===== src/rtl/cs_cmd_pkg.sv =====
package cs_cmd_pkg;
  localparam int CMD_W = 16;
  localparam int OP_LSB = 12;
  localparam int DLY_LSB = 8;

  typedef enum logic [2:0] {
    OP_XFER  = 3'b000,
    OP_CS    = 3'b001,
    OP_CFG   = 3'b010,
    OP_MISC  = 3'b011,
    OP_CSPOL = 3'b100
  } opcode_e;

  typedef enum logic [1:0] {
    ST_IDLE,
    ST_PRE,
    ST_UPD,
    ST_POST
  } seq_state_e;
endpackage


===== src/rtl/cs_cmd_decode.sv =====
module cs_cmd_decode
  import cs_cmd_pkg::*;
#(
  parameter int CS_W  = 8,
  parameter int DLY_W = 2
) (
  input  logic [CMD_W-1:0] cmd_i,
  output logic             is_cs_o,
  output logic             is_pol_o,
  output logic [CS_W-1:0]  bits_o,
  output logic [DLY_W-1:0] dly_o
);
  opcode_e op;

  always_comb begin
    op       = opcode_e'(cmd_i[OP_LSB+2:OP_LSB]);
    is_cs_o  = (op == OP_CS);
    is_pol_o = (op == OP_CSPOL);
    bits_o   = cmd_i[CS_W-1:0];
    dly_o    = cmd_i[DLY_LSB+DLY_W-1:DLY_LSB];
  end
endmodule


===== src/rtl/cs_delay_timer.sv =====
module cs_delay_timer #(
  parameter int DLY_W = 2,
  parameter int DIV_W = 8
) (
  input  logic             clk_i,
  input  logic             rst_ni,
  input  logic             clr_i,
  input  logic [DLY_W-1:0] steps_i,
  input  logic [DIV_W-1:0] presc_i,
  output logic             done_o
);
  localparam int TOT_W = DLY_W + DIV_W;

  logic [TOT_W-1:0] total, cnt_q;

  // steps * (presc + 1) always fits in DLY_W + DIV_W bits
  always_comb begin
    total  = TOT_W'(TOT_W'(steps_i) * (TOT_W'(presc_i) + TOT_W'(1)));
    done_o = (cnt_q == total - TOT_W'(1));
  end

  always_ff @(posedge clk_i or negedge rst_ni) begin
    if (!rst_ni)    cnt_q <= '0;
    else if (clr_i) cnt_q <= '0;
    else            cnt_q <= cnt_q + TOT_W'(1);
  end
endmodule


===== src/rtl/cs_pol_out.sv =====
module cs_pol_out #(
  parameter int CS_W = 8
) (
  input  logic            clk_i,
  input  logic            rst_ni,
  input  logic            pol_we_i,
  input  logic [CS_W-1:0] pol_i,
  input  logic            upd_i,
  input  logic [CS_W-1:0] bits_i,
  output logic [CS_W-1:0] cs_o
);
  logic [CS_W-1:0] mask_q, cs_q;

  always_ff @(posedge clk_i or negedge rst_ni) begin
    if (!rst_ni)       mask_q <= '0;
    else if (pol_we_i) mask_q <= pol_i;
  end

  // polarity applied only at load; a new mask waits for the next update
  always_ff @(posedge clk_i or negedge rst_ni) begin
    if (!rst_ni)    cs_q <= '1;
    else if (upd_i) cs_q <= bits_i ^ mask_q;
  end

  assign cs_o = cs_q;
endmodule


===== src/rtl/cs_cmd_unit.sv =====
module cs_cmd_unit
  import cs_cmd_pkg::*;
#(
  parameter int CS_W  = 8,
  parameter int DIV_W = 8,
  parameter int DLY_W = 2
) (
  input  logic             clk_i,
  input  logic             rst_ni,
  input  logic             cmd_valid_i,
  input  logic [CMD_W-1:0] cmd_data_i,
  output logic             cmd_ready_o,
  input  logic             presc_we_i,
  input  logic [DIV_W-1:0] presc_data_i,
  output logic [CS_W-1:0]  cs_o
);
  seq_state_e       state_q, state_d;
  logic [CS_W-1:0]  bits_q, dec_bits;
  logic [DLY_W-1:0] dly_q, dec_dly;
  logic [DIV_W-1:0] presc_q;
  logic             dec_cs, dec_pol, accept, tmr_done, tmr_clr;

  cs_cmd_decode #(.CS_W(CS_W), .DLY_W(DLY_W)) dec_i (
    .cmd_i   (cmd_data_i),
    .is_cs_o (dec_cs),
    .is_pol_o(dec_pol),
    .bits_o  (dec_bits),
    .dly_o   (dec_dly)
  );

  assign cmd_ready_o = (state_q == ST_IDLE);
  assign accept      = cmd_valid_i && cmd_ready_o;

  always_ff @(posedge clk_i or negedge rst_ni) begin
    if (!rst_ni)         presc_q <= '0;
    else if (presc_we_i) presc_q <= presc_data_i;
  end

  always_ff @(posedge clk_i or negedge rst_ni) begin
    if (!rst_ni) begin
      bits_q <= '1;
      dly_q  <= '0;
    end else if (accept && dec_cs) begin
      bits_q <= dec_bits;
      dly_q  <= dec_dly;
    end
  end

  always_comb begin
    state_d = state_q;
    unique case (state_q)
      ST_IDLE: if (accept && dec_cs) state_d = (dec_dly != '0) ? ST_PRE : ST_UPD;
      ST_PRE:  if (tmr_done) state_d = ST_UPD;
      ST_UPD:  state_d = (dly_q != '0) ? ST_POST : ST_IDLE;
      ST_POST: if (tmr_done) state_d = ST_IDLE;
      default: state_d = ST_IDLE;
    endcase
  end

  always_ff @(posedge clk_i or negedge rst_ni) begin
    if (!rst_ni) state_q <= ST_IDLE;
    else         state_q <= state_d;
  end

  assign tmr_clr = !(state_q == ST_PRE || state_q == ST_POST) || tmr_done;

  cs_delay_timer #(.DLY_W(DLY_W), .DIV_W(DIV_W)) tmr_i (
    .clk_i  (clk_i),
    .rst_ni (rst_ni),
    .clr_i  (tmr_clr),
    .steps_i(dly_q),
    .presc_i(presc_q),
    .done_o (tmr_done)
  );

  cs_pol_out #(.CS_W(CS_W)) out_i (
    .clk_i   (clk_i),
    .rst_ni  (rst_ni),
    .pol_we_i(accept && dec_pol),
    .pol_i   (dec_bits),
    .upd_i   (state_q == ST_UPD),
    .bits_i  (bits_q),
    .cs_o    (cs_o)
  );
endmodule


===== config.mk =====
export PLATFORM = sky130hd
export DESIGN_NAME = cs_cmd_unit
export DESIGN_NICKNAME = d
export VERILOG_FILES = /design/src/rtl/cs_cmd_pkg.sv /design/src/rtl/cs_cmd_decode.sv /design/src/rtl/cs_delay_timer.sv /design/src/rtl/cs_pol_out.sv /design/src/rtl/cs_cmd_unit.sv
export SDC_FILE = /design/constraint.sdc
export NUM_CORES = 1
export LEC_CHECK = 0
export ABC_AREA = 1
export CAP_MARGIN = 30
export CORE_MARGIN = 2
export CORE_UTILIZATION = 44
export DETAILED_ROUTE_END_ITERATION = 7
export MAX_ROUTING_LAYER = met4
export PLACE_DENSITY = 0.72
export SETUP_SLACK_MARGIN = 0.05
export SKIP_LAST_GASP = 1
export SYNTH_ARGS = -nofsm -noshare
export SYNTH_HDL_FRONTEND = slang
export SYNTH_SLANG_ARGS = --single-unit

===== constraint.sdc =====
create_clock -name clk_i -period 3.6 [get_ports clk_i]
set_input_delay 0.36 -clock clk_i [delete_from_list [all_inputs] [get_ports clk_i]]
set_output_delay 0.36 -clock clk_i [all_outputs]
set_load 0.1 [all_outputs]

# Word level (Yosys, flattened, before mapping)
# Index checks and enable logic that the tools add are counted.
[op_classes]
eq_ne = 9
div_mod_pow = 0
mul = 1
n_reduce_logical = 10
n_bitwise = 1
n_mux = 7
addsub = 3
shift = 0
n_lt_le_gt_ge = 0
[ops]
columns = ["cell", "count"]
rows = [
  ["10-bit by 1-bit adder with 10-bit output (second input constant)", 1],
  ["10-bit equality test", 1],
  ["2-bit by 10-bit multiplier with 10-bit output", 1],
  ["10-bit two-way mux", 1],
  ["2-bit two-way mux", 5],
  ["10-bit by 1-bit subtractor with 10-bit output (second input constant)", 1],
  ["8-bit by 1-bit adder with 9-bit output (second input constant)", 1],
  ["2-bit one-hot mux with 4 select lines", 1],
  ["8-bit XOR", 1],
  ["2-bit equality test (second input constant)", 2],
  ["2-bit inequality test (second input constant)", 2],
  ["2-bit nonzero test", 2],
  ["3-bit by 1-bit equality test with 1-bit output (second input constant)", 1],
  ["3-bit equality test (second input constant)", 1],
  ["1-bit logical AND", 3],
  ["3-bit AND reduction", 1],
  ["2-bit by 1-bit equality test with 1-bit output (second input constant)", 1],
  ["2-bit zero test", 1],
  ["1-bit logical OR", 2],
  ["2-bit by 1-bit inequality test with 1-bit output (second input constant)", 1],
  ["1-bit zero test", 1],
]
[totals]
inputBits = 28
rom_bits = 0
mem_bits_rw = 0
memories = 0
latch_bits = 0
out_inout_bits = 9
word_cells = 38
reg_bits = 46

# Longest topological paths before layout
# Gate-level depths: netlist of run 1.
[logic_depth]
ltp_word = 6
mapped_depth = 24
depth_no_buf = 24

# Modules after synthesis
# A second synthesis of run 1 with hierarchy kept.
[hier_totals]
cells_unflattened = 421
area_unflattened_um2 = 3103.0
[modules_own_cells]
columns = ["mod", "instances", "seq_area_each_um2", "cells_each", "area_each_um2"]
rows = [
  ["cs_delay_timer", 1, 250.2, 229, 1380.1],
  ["cs_cmd_unit", 1, 510.5, 86, 905.9],
  ["cs_pol_out", 1, 410.4, 91, 723.2],
  ["cs_cmd_decode", 1, 0.0, 15, 93.8],
]

# Least setup slack after synthesis of run 1
# No wires, ideal clock.
[synth_path]
path_type = "flip-flop to flip-flop"
from = "reg presc_q[0]"
to = "reg state_q[0]"
arrival_ps = 2643
slack_ps = 835
period_less_slack_ps = 2765
setup_ps = 122
stages_incl_launch_ff = 20
cell_sequence = "dfrtp_1 -> inv_1 -> nor3_1 -> inv_1 -> nor2_1 -> inv_1 -> nor3_1 -> xor2_1 -> nand2_1 -> ha_1 -> inv_1 -> ha_1 -> xor2_1 -> nand3b_1 -> nand2_1 -> nand3_1 -> nor2_2 -> nand2_4 -> nand2_8 -> o21ai_2"
[synth_via]
elab_chain_cells = 6
[synth_rtl]
columns = ["element", "line", "rtl"]
rows = [
  ["start: declaration", "cs_cmd_unit.sv:20", "logic [DIV_W-1:0] presc_q;"],
  ["start signal: assignment", "cs_cmd_unit.sv:36", "else if (presc_we_i) presc_q <= presc_data_i;"],
  ["8-bit by 1-bit adder with 9-bit output *", "cs_delay_timer.sv:18", "total = TOT_W'(TOT_W'(steps_i) * (TOT_W'(presc_i) + TOT_W'(1)));"],
  ["2-bit by 10-bit multiplier with 10-bit output *", "cs_delay_timer.sv:18", ""],
  ["10-bit by 1-bit subtractor with 10-bit output *", "cs_delay_timer.sv:19", "done_o = (cnt_q == total - TOT_W'(1));"],
  ["10-bit equality test *", "cs_delay_timer.sv:19", ""],
  ["2-bit inequality test (no line)", "--", ""],
  ["3-bit AND reduction (no line) *", "--", ""],
  ["end signal: assignment", "cs_cmd_unit.sv:62", "else state_q <= state_d;"],
  ["end: declaration", "cs_cmd_unit.sv:17", "seq_state_e state_q, state_d;"],
]
# Mark *: on every way between the ends. The rest lies on a longest branch, timed or not.
# A chain may end at the register's enable or synchronous reset.

# Worst setup path after layout of run 1
[layout_path]
from = "reg presc_q[0]"
to = "reg state_q[1]"
# Same word-level chain as after synthesis.

==> impl_results.md, run 1 <==
- Reg2reg setup slack: 570 ps
- Worst path bufs/invs: 6
- # clock sinks: 46
- Worst skew pair latency: just over 300 ps
- Required @ worst endpoint: about 3900 ps
- Status: completed
- Initial antenna violation count: 0
- TritonCTS buffer count: 5
- N_diodes: 0
- Synth Warn #: 0
- Initial core utilization: 44.9%
- Post-synthesis sequential area ratio: 39.0%
- RR Startpoint: presc_q[0]
- Max Slew Vio Count: 0
- Input/output buffers: 33
- Worst Max-Slew Pin Slew: around 980 ps
- Design area: approximately 3500 um2
- Detailed Route Iter0 Violations: 66
- Global placement routability congestion: approximately 0.80
- DP HPWL: around 4.2 mm
- Post-CTS setup buffers: 0
- Via count: approximately 2400
- Die area: 7500 um2
- Cts repair resizes: 0
- Pin count of the biggest net entering global routing: 34
- Synth-to-layout area growth: 17.2%
- Distinct cells, synth: 34
- Via density: 4.82
- Most frequent cells in the layout: nand2_1 (107), inv_1 (68), clkdlybuf4s50_1 (32)
- Crit path from: presc_q[0]
- Post-DP Area: about 3400 um2
- CP cell instances: inv_1 > nor3_1 > inv_1 > nor2_1 > inv_1 > o21ai_0 > o21ai_0 > inv_1 > nand2_1 > ha_1 > inv_1 > ha_1 > a21oi_1 > nor2_1 > nor2_1 > nand2_1 > nand2_1 > nand2_1 > nand2_2 > inv_2 > nand2_4 > nand2_8 > a21oi_4
- Drt drc: 0
- Routed length per placed instance: approximately 11 um
- Crit-path leading delay family: simple AND/OR/NAND/NOR gates
- Post-Syn Area: roughly 3000 um2
- Final setup skew: about 5.5 ps
- Cells after Synth: 389
- WP data arrival: approximately 3300 ps
- Crit Path Class: flop to flop
- Critical path fanouts, max: 10
- R2r endpoint: state_q[1]
- Final period util: a little over four fifths
- Worst R2R Path Depth: 23
- CTS max path bufs: 2
- Switch Pwr: 0.346 mW
- Worst-path clk slew: ~100 ps
- TNS Setup: 0 ps
- Static Leakage: between 1.5 and 2 nW
- Startpoint types: flop
- Largest stage delay, worst path: 360 ps
- CP Capture Type: flop
- Syn_nets: approximately 440
- First-pass DRT Iterations: 4
- Flop pwr share: between 50% and 60%
- Power Density: 322 nW/um2
- Hold-fix buffers at CTS: 1
- Maximum level of the CTS H-tree: 2
- Flops & latches, synth: 46
- Nets: roughly 470
- ANT nets after route: 0
- First-pass GRT wire length: between 9 and 10 mm
- Grt ovf: 0
- Layout cell share with drive strength beyond 1: ~15%
- Fmax: between 300 and 400 MHz
- Min-delay worst type: primary input to asynchronous set/reset pin
- Vias in the first global route: 2449
- Max VDD drop: between 0.15 and 0.2 mV
- Site Rows: 30
- Comb pwr share: a little under a fifth
- Gr usage total: approximately 17%
- Clock Tree Root: clkbuf_8
- Slew HR: 34.8%
- CORE AREA: around 6700 um2
- Net Sw Frac: between 30% and 40%
- Dpl cells: between 400 and 500
- Final hold vios: 0
- Worst path most repeated cell: inv_1
- Final non-filler cell total: roughly 510
- Maxcap violations: 0
- Die W: between 80 and 90 um
- Boundary Pins: 37
- Total Wirelength: 5.42 mm
- Clock share of power: approximately 30%
- Cell Int Power: between 0.7 and 0.8 mW
- Most common cell after layout, fill and taps aside: nand2_1
- CP max-delay cell: dfrtp_1
- CTS tree: done
- Avg Cell Area, Syn: 7.72 um2
- Die Y: just under 90 um
- RSZ-0062 raised after global routing: false
- Total power: 1.13 mW
- Final Setup Violations: 0
- Final Critical Period: approximately 3000 ps
[final cells by class]
cell class | count | area [um2]
flip-flops and latches | 46 | 1170
clock inverters | 3 | 28.8
inverters | 71 | 267
fillers | 649 | 3160
repair buffers | 35 | 355
multi-input cells | 265 | 1530
clock buffers | 5 | 68.8
well taps | 80 | 100
[metal layers]
metal	GRT usage, %	up-vias	wire length [um]
met5	-	-	0
met4	6.82	0	109
met3	3.24	11	170
met2	29.6	42	2650
met1	18.8	1114	2490
li1	-	1265	-
[worst max path at each step]
stage	to	slack [ps]	depth (start not counted)
floorplan	state_q[0]	830	19
finish	state_q[1]	570	23
global placement	state_q[1]	610	23
detailed placement	state_q[1]	580	23
CTS	state_q[1]	550	23
global route	state_q[1]	190	23
[synth_stat cells]
cell type	number	share of area, %
nand2_1	107	13
inv_1	68	8.5
dfrtp_1	30	25
nor2_1	25	3.1
o21ai_0	20	3.3
ha_1	18	7.5
nand3_1	17	2.8
dfstp_2	16	14
xnor2_1	11	3.2
nor2_2	10	2.1
o21ai_1	10	1.7
xor2_1	10	2.9
o21ai_2	9	2.6
a21oi_1	4	0.67
nand2_2	4	0.83
buf_2	3	0.50
clkbuf_1	3	0.37
inv_2	3	0.37
nor3_1	3	0.50
nand3_2	2	0.67
nand4_1	2	0.42
nor2_4	2	0.75
a21o_1	1	0.25
a21oi_4	1	0.54
a31oi_1	1	0.21
buf_6	1	0.37
fa_1	1	0.67
mux2_2	1	0.37
nand2_4	1	0.37
nand2_8	1	0.67
nand3b_1	1	0.25
nor3b_4	1	0.63
or2_1	1	0.21
or2_2	1	0.21
[flip-flops by register name (all words and copies together) (netlist names)]
name          flops
out_i.cs_o        8
out_i.mask_q      8
state_q           2
presc_q           8
dly_q             2
tmr_i.cnt_q      10
bits_q            8
[logic make-up after synthesis]
logic type | synth area share (%)
AND/OR/NAND/NOR | 26.9
buffers and inverters | 10.1
AO/OA/AOI/OAI | 9.29
flip-flops | 39.0
XOR/XNOR | 6.12
multiplexers | 0.375
adder cells (fa/ha/maj) | 8.17
[stage by stage]
step | utilization (%) | hold slack [ps] | setup slack [ps]
global route | 52.7 | 501 | 193
finish | 52.7 | 475 | 571
global placement | 50.7 | 469 | 613
detailed placement | 51.0 | 283 | 577
floorplan | - | 64.4 | 835
CTS | 52.7 | 473 | 545
[power by group through the flow]
stage	clock, mW	sequential [mW]	combinational [mW]
floorplan	0	0.578	0.152
detailed placement	0	0.585	0.213
global route	0.373	0.579	0.250
CTS	0.361	0.576	0.216
finish	0.347	0.575	0.213
global placement	0	0.584	0.206
(Power assumes the default switching activity.)
==> run 2: changes to the inputs <==
PLACE_DENSITY = 0.74   (was 0.72)
clock period = 2.5 ns   (was 3.6 ns; I/O delays follow)
==> run 2 against run 1 <==
Net effect: the run now ends with hold timing, setup timing left; critical endpoint unchanged; final area is 9.0% higher; register-to-register slack lost 1000 ps; first-iteration DRC count increased by 11%; clock power up 37%; utilization is 4.7 points higher; final cell count rose by 3.2%; clock skew grew 7.2 ps.
==> impl_results.md, run 2 (synthesized netlist as in run 1, its figures left out) <==
- CP cell instances: inv_2 > nor3_2 > inv_1 > nor2_2 > inv_2 > nor3_4 > xor2_1 > nand2_1 > ha_1 > inv_2 > ha_4 > xor2_1 > nand3b_1 > nand2_2 > nand3_2 > nor2_4 > nand2_4 > nand2_8 > a21oi_4
- Drt drc: 0 (unchanged)
- Total power: 1.69 mW (+49%)
- Initial core utilization: 44.9% (unchanged)
- Die Y: 86.6 um (unchanged)
- Static Leakage: 1.86 nW (+6.8%)
- Maximum level of the CTS H-tree: 2 (unchanged)
- Synth-to-layout area growth: 27.7%
- CP max-delay cell: dfrtp_1
- Largest stage delay, worst path: 430 ps (+70 ps)
- Min-delay worst type: primary input to asynchronous set/reset pin
- Worst skew pair latency: 300 ps (about the same)
- CTS max path bufs: 2 (unchanged)
- First-pass DRT Iterations: 4 (unchanged)
- Layout cell share with drive strength beyond 1: 29.0% (+14 points)
- RSZ-0062 raised after global routing: true
- Site Rows: 30 (unchanged)
- WP data arrival: 3110 ps (-170 ps)
- Post-DP Area: 3540 um2 (+3.8%)
- Final setup skew: 12.7 ps (+7.21 ps)
- Critical path fanouts, max: 5 (-5)
- Nets: 487 (+3.4%)
- Max reg flops: 10 (unchanged)
- Crit Path Class: flop to flop
- TritonCTS buffer count: 5 (unchanged)
- Pin count of the biggest net entering global routing: 31 (-8.8%)
- Total Wirelength: 5.98 mm (+10%)
- Worst path most repeated cell: inv_2
- Status: complete, but fails checks
- Boundary Pins: 37 (unchanged)
- # clock sinks: 46 (unchanged)
- Via count: 2454 (+0.90%)
- Maxcap violations: 0 (unchanged)
- Failing checks: hold timing, setup timing
- Gr usage total: 17.5% (+0.67 points)
- Design area: 3830 um2 (+9.0%)
- Global placement routability congestion: 0.840 (+4.5%)
- Final Setup Violations: 12 (+12)
- Vias in the first global route: 2412 (-1.5%)
- Top reg by flops: tmr_i.cnt_q
- CORE AREA: 6680 um2 (unchanged)
- First-pass GRT wire length: 10.3 mm (+3.7%)
- Fmax: 342 MHz (+3.6%)
- Max VDD drop: 0.335 mV (+79%)
- Input/output buffers: 33 (unchanged)
- Grt ovf: 0 (unchanged)
- Clock Tree Root: clkbuf_8
- DP HPWL: 4.52 mm (+6.9%)
- CTS tree: done
- Worst R2R Path Depth: 19 (-17%)
- Via density: 4.71 (-2.2%)
- Final period util: 117% (+33 points)
- Routed length per placed instance: 11.5 um (+7.1%)
- Die area: 7500 um2 (unchanged)
- Worst hold slack: -13.5 ps (-488 ps)
- Hold-fix buffers at CTS: 0 (-1)
- Slew HR: 52.7% (+18 points)
- Startpoint types: flop
- CP Capture Type: flop
- Final core utilization: 57.4% (+4.7 points)
- Worst-path clk slew: 90 ps (about the same)
- Required @ worst endpoint: 2680 ps (-1170 ps)
- Most common cell after layout, fill and taps aside: nand2_1
- Worst Max-Slew Pin Slew: 709 ps (-266 ps)
- Die W: 86.6 um (unchanged)
- ANT nets after route: 0 (unchanged)
- Detailed Route Iter0 Violations: 73 (+11%)
- N_diodes: 0 (unchanged)
- Most frequent cells in the layout: nand2_1 (97), inv_1 (59), dfrtp_1 (30)
- Worst setup margin: -425 ps (-996 ps)
- Max Slew Vio Count: 0 (unchanged)
- Final hold vios: 6 (+6)
- Power Density: 442 nW/um2 (+37%)
- Final non-filler cell total: 521 (+3.2%)
- Initial antenna violation count: 0 (unchanged)
- Final Critical Period: 2930 ps (-104 ps)
- Dpl cells: 508 (+2.4%)
## run 2: changes by cell type in the layout (fill, tap and decap cells not counted), sizes merged
cell / previous run / this run
buf: 2 / 27
clkbuf: 5 / 6
nand2: 113 / 114
clkdlybuf4s50: 32 / 23
dlygate4sd3: 1 / 0
clkinvlp: 0 / 1
inv: 73 / 71
## run 2: worst paths after layout
| check | end | slack [ps] | from |
|---|---|---|---|
| max | state_q[1] | -430 | presc_q[1] |
| min | presc_q[3] | -10 | rst_ni |
| max reg2reg | state_q[1] | -430 | presc_q[1] |
| min reg2reg | bits_q[6] | 490 | bits_q[6] |
| max in group asynchronous | out_i.cs_o[7] | 1820 | rst_ni |
| min in group clk_i | bits_q[6] | 490 | bits_q[6] |
## run 2: critical path, delay by kind of cell (launching register included)
family                   cells  cell delay (ps)
AO/OA/AOI/OAI                1               60
XOR/XNOR                     2              390
flip-flops                   1              430
AND/OR/NAND/NOR             10             1140
buffers and inverters        4              240
adder cells (fa/ha/maj)      2              540
## run 2: final cells by class
cell class,instances,area (um2)
Timing Repair Buffer,50,430
Tap cell,80,100
Fill cell,615,2850
Multi-Input combinational cell,266,1770
Clock inverter,2,12.5
Inverter,71,267
Clock buffer,6,82.6
Sequential cell,46,1170
## run 2: power breakdown
part           internal, mW  switching [mW]  total (mW)
Combinational         0.173           0.210       0.383
Sequential            0.789          0.0475       0.836
Clock                 0.222           0.251       0.474
Total                  1.18           0.509        1.69
## run 2: per-stage QoR
step                      TNS [ps]  worst slack, ps
after floorplan              -1470             -142
after global placement       -3390             -304
after detailed placement     -4010             -357
after CTS                    -3920             -340
after global routing         -7800             -670
final                        -4790             -425
## run 2: what timing repair did
action / in CTS / in global routing
endpoints found under the hold margin: 0 / 0
setup endpoints to repair: 12 / 12
pin swaps: 3 / 26
setup buffers: 1 / 3
gates resized for setup: 5 / 37
cloned: 1 / 0
## run 2: metal layers
metal / routed length [um] / global-route usage, % / vias up
met2: 2980 / 30.5 / 31
met1: 2780 / 21.1 / 1120
li1: - / - / 1297
met5: 0 / - / -
met4: 64 / 4.40 / 0
met3: 155 / 3.14 / 6
